`src/rtl/irq_route_pkg.sv`:
```
package irq_route_pkg;
  localparam int AFF_W      = 24;
  localparam int SLOT_MAX_W = 16;

  // Decoded access handed from control to datapath
  typedef struct packed {
    logic                  wrEn;
    logic                  rdEn;
    logic                  zeroRd;
    logic                  is64;
    logic [2:0]            byteOff;
    logic [SLOT_MAX_W-1:0] slot;
  } routeStrobe_t;
endpackage

```
`src/rtl/irq_route_match.sv`:
```
module irq_route_match #(
  parameter int NUM_CORES = 4,
  parameter int IDX_W     = 2
) (
  input  logic [irq_route_pkg::AFF_W-1:0]           key,
  input  logic [NUM_CORES*irq_route_pkg::AFF_W-1:0] coreAff,
  output logic [IDX_W-1:0]                          idx,
  output logic                                      hit
);
  import irq_route_pkg::*;

  logic [NUM_CORES-1:0] hitVec;

  genvar c;
  generate
    for (c = 0; c < NUM_CORES; c++) begin : gCmp
      assign hitVec[c] = (coreAff[c*AFF_W +: AFF_W] == key);
    end
  endgenerate

  // lowest matching core index wins
  always_comb begin
    idx = '0;
    for (int i = NUM_CORES - 1; i >= 0; i--) begin
      if (hitVec[i]) idx = IDX_W'(i);
    end
  end

  assign hit = |hitVec;
endmodule

```
`src/rtl/irq_route_ctrl.sv`:
```
module irq_route_ctrl #(
  parameter int NUM_IRQ  = 64,
  parameter int NUM_PRIV = 32,
  parameter int ADDR_W   = 10
) (
  input  logic                        clk,
  input  logic                        rstN,
  input  logic                        rdEn,
  input  logic                        wrEn,
  input  logic                        is64,
  input  logic [ADDR_W-1:0]           addr,
  output irq_route_pkg::routeStrobe_t stb,
  output logic                        initResolve
);
  import irq_route_pkg::*;

  localparam int IRQ_W = ADDR_W - 3;

  logic [IRQ_W-1:0] irqNum;
  logic             upperWord;
  logic             isPriv;
  logic             isBeyond;
  logic             liveSlot;
  logic             initDone;

  assign irqNum    = addr[ADDR_W-1:3];
  assign upperWord = addr[2];
  assign isPriv    = (32'(irqNum) < NUM_PRIV);
  assign isBeyond  = (32'(irqNum) >= NUM_IRQ);
  assign liveSlot  = !isPriv && !isBeyond && !upperWord;

  always_comb begin
    stb.wrEn    = wrEn && liveSlot;
    stb.rdEn    = rdEn;
    stb.zeroRd  = !liveSlot;
    stb.is64    = is64;
    stb.byteOff = addr[2:0];
    stb.slot    = SLOT_MAX_W'(irqNum) - SLOT_MAX_W'(NUM_PRIV);
  end

  always_ff @(posedge clk or negedge rstN) begin
    if (!rstN) initDone <= 1'b0;
    else       initDone <= 1'b1;
  end

  assign initResolve = !initDone;

  AST_PRIV_INERT: assert property (@(posedge clk) disable iff (!rstN)
    (wrEn && isPriv) |-> !stb.wrEn);
  AST_UPPER_INERT: assert property (@(posedge clk) disable iff (!rstN)
    (wrEn && addr[2]) |-> !stb.wrEn);
  AST_RANGE_INERT: assert property (@(posedge clk) disable iff (!rstN)
    (wrEn && isBeyond) |-> !stb.wrEn);
  AST_INIT_ONCE: assert property (@(posedge clk) disable iff (!rstN)
    initResolve |=> !initResolve);
endmodule

```
`src/rtl/irq_route_dp.sv`:
```
module irq_route_dp #(
  parameter int NUM_SHARED = 32,
  parameter int NUM_CORES  = 4,
  parameter int IDX_W      = 2
) (
  input  logic                                      clk,
  input  logic                                      rstN,
  input  irq_route_pkg::routeStrobe_t               stb,
  input  logic                                      initResolve,
  input  logic [irq_route_pkg::AFF_W-1:0]           wrAff,
  input  logic [NUM_CORES*irq_route_pkg::AFF_W-1:0] coreAff,
  output logic [63:0]                               rdData,
  output logic [NUM_SHARED*IDX_W-1:0]               tgtIdx,
  output logic [NUM_SHARED-1:0]                     tgtValid
);
  import irq_route_pkg::*;

  localparam int SLOT_W = (NUM_SHARED > 1) ? $clog2(NUM_SHARED) : 1;

  logic [AFF_W-1:0] affReg  [NUM_SHARED];
  logic [IDX_W-1:0] idxReg  [NUM_SHARED];
  logic             valReg  [NUM_SHARED];

  logic [SLOT_W-1:0] slotSel;
  logic              unusedSlotHi;
  logic [IDX_W-1:0]  wIdx;
  logic              wHit;
  logic [IDX_W-1:0]  zIdx;
  logic              zHit;
  logic [63:0]       fullVal;
  logic [63:0]       shifted;
  logic [63:0]       rdNext;

  assign slotSel      = stb.slot[SLOT_W-1:0];
  assign unusedSlotHi = |(stb.slot >> SLOT_W);

  // resolver for the incoming write value
  irq_route_match #(.NUM_CORES(NUM_CORES), .IDX_W(IDX_W)) uWrMatch (
    .key(wrAff), .coreAff(coreAff), .idx(wIdx), .hit(wHit)
  );

  // resolver for the reset value, shared by every slot
  irq_route_match #(.NUM_CORES(NUM_CORES), .IDX_W(IDX_W)) uZeroMatch (
    .key('0), .coreAff(coreAff), .idx(zIdx), .hit(zHit)
  );

  always_ff @(posedge clk or negedge rstN) begin
    if (!rstN) begin
      for (int s = 0; s < NUM_SHARED; s++) begin
        affReg[s] <= '0;
        idxReg[s] <= '0;
        valReg[s] <= 1'b0;
      end
    end else begin
      if (initResolve) begin
        for (int s = 0; s < NUM_SHARED; s++) begin
          idxReg[s] <= zIdx;
          valReg[s] <= zHit;
        end
      end
      if (stb.wrEn) begin
        affReg[slotSel] <= wrAff;
        idxReg[slotSel] <= wIdx;
        valReg[slotSel] <= wHit;
      end
    end
  end

  always_comb begin
    fullVal = {{(64 - AFF_W){1'b0}}, affReg[slotSel]};
    shifted = fullVal >> {stb.byteOff, 3'b000};
    if (stb.zeroRd)     rdNext = '0;
    else if (stb.is64)  rdNext = shifted;
    else                rdNext = {32'h0, shifted[31:0]};
  end

  always_ff @(posedge clk or negedge rstN) begin
    if (!rstN)         rdData <= '0;
    else if (stb.rdEn) rdData <= rdNext;
  end

  genvar j;
  generate
    for (j = 0; j < NUM_SHARED; j++) begin : gOut
      assign tgtIdx[j*IDX_W +: IDX_W] = idxReg[j];
      assign tgtValid[j]              = valReg[j];
    end
  endgenerate

  AST_ZERO_READ: assert property (@(posedge clk) disable iff (!rstN)
    (stb.rdEn && stb.zeroRd) |=> (rdData == 64'h0));
  AST_RD_HIGH_ZERO: assert property (@(posedge clk) disable iff (!rstN)
    stb.rdEn |=> (rdData[63:AFF_W] == '0));
  AST_WR_MATCH: assert property (@(posedge clk) disable iff (!rstN)
    (stb.wrEn && wHit) |-> (coreAff[int'(wIdx)*AFF_W +: AFF_W] == wrAff));
  AST_RD_HOLD: assert property (@(posedge clk) disable iff (!rstN)
    !stb.rdEn |=> $stable(rdData));
endmodule

```
`src/rtl/irq_route_bank.sv`:
```
module irq_route_bank #(
  parameter int NUM_IRQ   = 64,
  parameter int NUM_PRIV  = 32,
  parameter int NUM_CORES = 4,
  parameter int ADDR_W    = 10,
  localparam int NUM_SHARED = NUM_IRQ - NUM_PRIV,
  localparam int IDX_W      = (NUM_CORES > 1) ? $clog2(NUM_CORES) : 1
) (
  input  logic                        clk,
  input  logic                        rstN,
  input  logic                        rdEn,
  input  logic                        wrEn,
  input  logic                        is64,
  input  logic [ADDR_W-1:0]           addr,
  input  logic [63:0]                 wrData,
  output logic [63:0]                 rdData,
  input  logic [NUM_CORES*24-1:0]     coreAff,
  output logic [NUM_SHARED*IDX_W-1:0] tgtIdx,
  output logic [NUM_SHARED-1:0]       tgtValid
);
  import irq_route_pkg::*;

  routeStrobe_t stb;
  logic         initResolve;
  logic         unusedWrHi;

  assign unusedWrHi = ^wrData[63:AFF_W];

  irq_route_ctrl #(.NUM_IRQ(NUM_IRQ), .NUM_PRIV(NUM_PRIV), .ADDR_W(ADDR_W)) uCtrl (
    .clk(clk), .rstN(rstN), .rdEn(rdEn), .wrEn(wrEn), .is64(is64),
    .addr(addr), .stb(stb), .initResolve(initResolve)
  );

  irq_route_dp #(.NUM_SHARED(NUM_SHARED), .NUM_CORES(NUM_CORES), .IDX_W(IDX_W)) uDp (
    .clk(clk), .rstN(rstN), .stb(stb), .initResolve(initResolve),
    .wrAff(wrData[AFF_W-1:0]), .coreAff(coreAff),
    .rdData(rdData), .tgtIdx(tgtIdx), .tgtValid(tgtValid)
  );
endmodule

```
`config.mk`:
```
export PLATFORM = sky130hd
export DESIGN_NAME = irq_route_bank
export DESIGN_NICKNAME = d
export VERILOG_FILES = /design/src/rtl/irq_route_pkg.sv /design/src/rtl/irq_route_match.sv /design/src/rtl/irq_route_ctrl.sv /design/src/rtl/irq_route_dp.sv /design/src/rtl/irq_route_bank.sv
export SDC_FILE = /design/constraint.sdc
export NUM_CORES = 2
export LEC_CHECK = 0
export BUFFER_PORTS_ARGS = -buffer_cell sky130_fd_sc_hd__buf_2
export CORE_MARGIN = 4
export CORE_UTILIZATION = 55
export DETAILED_ROUTE_END_ITERATION = 10
export PLACE_DENSITY_LB_ADDON = 0.15
export SLEW_MARGIN = 15
export SYNTH_ARGS = -nofsm -noshare
export SYNTH_HDL_FRONTEND = slang
export SYNTH_SLANG_ARGS = --single-unit
```
`constraint.sdc`:
```
create_clock -name clk -period 3 [get_ports clk]
set_clock_uncertainty 0.1 [all_clocks]
set_input_delay 0.45 -clock clk [delete_from_list [all_inputs] [get_ports clk]]
set_output_delay 0.45 -clock clk [all_outputs]
set_load 0.005 [all_outputs]
```
==> impl_metrics.py <==
metrics = {
    "die": {
        "die_w_um": 285,
        "start_util": 0.555,
        "io_pins": 335,
        "fp.dieArea_um2": 81000,
        "core-area_um2": 75800,
        "rows": 101,
        "die_h_um": 285,
    },
    "synth": {
        "synthAdderAreaFrac": 0,
        "yosysWarnings": 0,
        "ys_seq_elements": 889,
        "synth_edf_count": 0,
        "synth_xor_area_frac": 0.0200,
        "netlist_area_um2": 42100,
        "synth_cells": 3398,
        "avgSynthCellArea_um2": 12.4,
        "synthFlopType": "dfrtp_1",
        "ys_seq_area_frac": 0.529,
        "synth_cell_types": 64,
        "synth_compound_area_frac": 0.0611,
        "synth_simple_gate_area_share": 0.0681,
        "synth_top_family_by_area": "multiplexers",
        "muxShareOfSynthArea": 0.276,
        "synthArstFlopShare": 1.00,
    },
    "clocking": {
        "cts_made_buffers": 94,
        "cts_resized": 0,
        "htree_levels": 3,
        "cts.clk_slew.worst_paths_ns": 0.06,
        "clock-sinks": 889,
        "cts-root-buf": "clkbuf_16",
        "cts_max_path_buffers": 3,
        "clock_latency_ns": 0.67,
        "cts_tree": "yes",
    },
    "critical_path": {
        "path_cells": "mux4_2 -> a22o_1 -> nor4_1 -> buf_4 -> o221ai_1 -> nand3_1 -> o2bb2ai_1",
        "reg2reg_slack_ns": 0.47,
        "cp_slowest_cell": "mux4_2",
        "max_stage_delay_ns": 0.48,
        "cp.required_ns": 3.42,
        "crit_type": "reg2reg",
        "cp-end-kind": "flop",
        "arrival_ns": 2.95,
        "startpoint_type": "flop",
        "worstPathMaxFanout": 2,
    },
    "sta": {
        "rsz0062_at_grt": "no",
        "hold_viol": 0,
        "worst_pin_slew_ns": 0.856,
        "setup_slack_ns": 0.469,
        "slew_headroom": 0.429,
        "fin_crit_sh": 0.844,
        "setup_viol": 0,
        "max_freq_ghz": 0.395,
        "maxSlewViolCount": 0,
        "period_needed_ns": 2.53,
    },
    "power": {
        "seq_power_share": 0.477,
        "report.power.total_mw": 26.7,
        "leakagePower_nw": 24.7,
        "vdd_drop_max_uv": 481,
        "p_clk_frac": 0.438,
        "switching_share": 0.244,
        "pwr-share-comb": 0.085,
        "internal_power_mw": 20.2,
        "switchingPower_mw": 6.52,
        "p_per_area_nw_per_um2": 549,
    },
    "place": {
        "numPortBuffers": 253,
        "hpwl_mm": 88.5,
        "gp_congestion": 0.911,
        "placedInstanceArea_um2": 45600,
        "place_ws_ns": -0.00236,
    },
    "global_route": {
        "grtUsageTotal": 0.336,
        "overflow": 0,
        "grt_pass1_wl_mm": 203,
        "first_global_vias": 30536,
        "grt_max_degree": 137,
        "antenna_found_initial": 3,
    },
    "detailed_routing": {
        "wl_per_cell_um": 29.2,
        "vias": 29993,
        "ant_nets": 0,
        "vias_per_cell": 6.35,
        "dr.pass1.iters": 5,
        "routed_wl_mm": 138,
        "drc": 0,
        "drt_iter0_drc": 2800,
    },
    "layout": {
        "nets": 3842,
        "design_area_um2": 48700,
        "areaGrowthSynthToFinish_pct": 15.8,
        "drive_above_1_share": 0.378,
    },
    "outcome": {
        "outcome": "completed",
    },
    "worst_hold_path": {
        "worstHoldPathType": "in2reg",
    },
    "flow_run": {
        "cap_violations": 0,
    },
}
-- per-stage QoR --
step / hold slack, ns / utilization / setup TNS, ns / std cells
after detailed placement: 0.318 / 0.601 / -0.00236 / 4548
after CTS: 0.0208 / 0.642 / 0 / 4720
final: 0.0485 / 0.642 / 0 / 4722
after global routing: 0.0405 / 0.642 / 0 / 4722
after floorplan: 0.0544 / - / 0 / 3437
after global placement: 0.308 / 0.601 / 0 / 4548
-- area by class of cell --
class	instances	area [µm²]
fill	5703	27100
sequential	889	22200
multi-input combinational	2181	18200
timing repair buffer	494	3920
clock buffer	135	2760
tap	978	1220
clock inverter	36	365
inverter	7	26.3
antenna	2	5.00
-- kinds of logic (layout without fill, tap and decap cells) --
logic type	after synthesis	in the layout
multiplexers	1016	1016
flip-flops	889	889
buffers and inverters	367	672
XOR/XNOR	96	96
AO/OA/AOI/OAI	405	405
other	2	43
AND/OR/NAND/NOR	623	623
-- path summary, 6_finish.rpt --
kind,startpoint,endpoint,depth (start not counted)
max,uDp.affReg[579]$_DFFE_PN0P_,uDp.rdData[3]$_DFFE_PN0P_,7
min,rdEn,uDp.rdData[7]$_DFFE_PN0P_,2
max reg2reg,uDp.affReg[579]$_DFFE_PN0P_,uDp.rdData[3]$_DFFE_PN0P_,7
min reg2reg,uDp.affReg[59]$_DFFE_PN0P_,uDp.affReg[59]$_DFFE_PN0P_,2
max in group asynchronous,rstN,uDp.affReg[678]$_DFFE_PN0P_,3
min in group asynchronous,rstN,uDp.tgtIdx[52]$_DFF_PN0_,2
-- routing by layer --
layer  share of wire  track usage  wire length [µm]  vias up
met5               0            0                 0        -
met4           0.042        0.134              5760        0
met3           0.077       0.0606             10600      316
met2            0.46        0.521             63000     1395
met1            0.42        0.474             58500    15672
li1                -            -                 -    12610
-- critical path, delay by kind of cell (launching register included) --
| family | cells | cell delay, ns |
|---|---|---|
| AND/OR/NAND/NOR | 2 | 0.65 |
| multiplexers | 1 | 0.48 |
| AO/OA/AOI/OAI | 3 | 0.59 |
| flip-flops | 1 | 0.38 |
| buffers and inverters | 1 | 0.22 |
-- flip-flops by register name (all words and copies together) (netlist names) --
name / flops
uDp.tgtValid: 32
uDp.tgtIdx: 64
uCtrl.initDone: 1
uDp.affReg: 768
uDp.rdData: 24
-- power groups by stage --
stage	combinational [mW]	clock (mW)	sequential, mW
after floorplan	1.34	0	12.9
after global placement	2.19	0	12.9
after detailed placement	2.26	0	13.0
after CTS	2.27	11.9	12.8
after global routing	2.45	12.4	12.8
final	2.28	11.7	12.8
-- Yosys cell counts (6+ instances only) --
master / number / share of area
o2bb2ai_1: 9 / 0.0019
mux2i_1: 296 / 0.070
nor4_1: 74 / 0.011
o21ai_0: 22 / 0.0026
o21a_1: 12 / 0.0021
mux2_1: 10 / 0.0027
a31o_1: 6 / 0.0012
a21oi_1: 126 / 0.015
and3_1: 7 / 0.0010
buf_6: 15 / 0.0040
xnor2_1: 56 / 0.012
a21o_1: 10 / 0.0018
nor2_1: 75 / 0.0067
clkbuf_1: 126 / 0.011
dfrtp_1: 889 / 0.53
nand4_1: 19 / 0.0028
buf_2: 152 / 0.018
a2bb2oi_1: 11 / 0.0023
o22ai_1: 143 / 0.021
a22oi_1: 15 / 0.0027
buf_4: 67 / 0.012
xor2_1: 40 / 0.0083
nand2_1: 376 / 0.034
nand3_1: 25 / 0.0030
o21ai_1: 10 / 0.0012
mux2_2: 662 / 0.18
a31oi_1: 8 / 0.0012
nand4bb_1: 6 / 0.0016
a22o_1: 13 / 0.0027
mux4_2: 48 / 0.026
inv_1: 6 / 0.00054
-- repair_timing --
item	CTS	global route
setup buffers	0	0
hold endpoints to repair	38	0
hold buffers	1	0
-- cells in the final DEF (no fill, tap or decap), types with 6 or more instances in the layout --
cell	Yosys	final
o22ai_1	143	143
nand2_1	376	358
dfrtp_1	889	888
mux4_2	48	48
a22o_1	13	13
conb_1	2	41
o21ai_0	22	22
nand2_2	2	20
nor4_1	74	74
xnor2_1	56	56
a31oi_1	8	8
o21a_1	12	12
clkbuf_1	126	17
inv_1	6	6
a22oi_1	15	15
a21oi_1	126	125
clkinv_2	0	23
buf_2	152	251
clkbuf_8	0	23
mux2_1	10	10
nor2_1	75	68
buf_4	67	174
a21o_1	10	10
buf_12	0	66
nand3_1	25	25
clkbuf_16	0	95
mux2_2	662	662
mux2i_1	296	296
o21ai_1	10	9
nand4bb_1	6	6
a31o_1	6	6
nand4_1	19	19
o2bb2ai_1	9	9
xor2_1	40	40
a2bb2oi_1	11	11
Power figures use the tool's default switching activity.
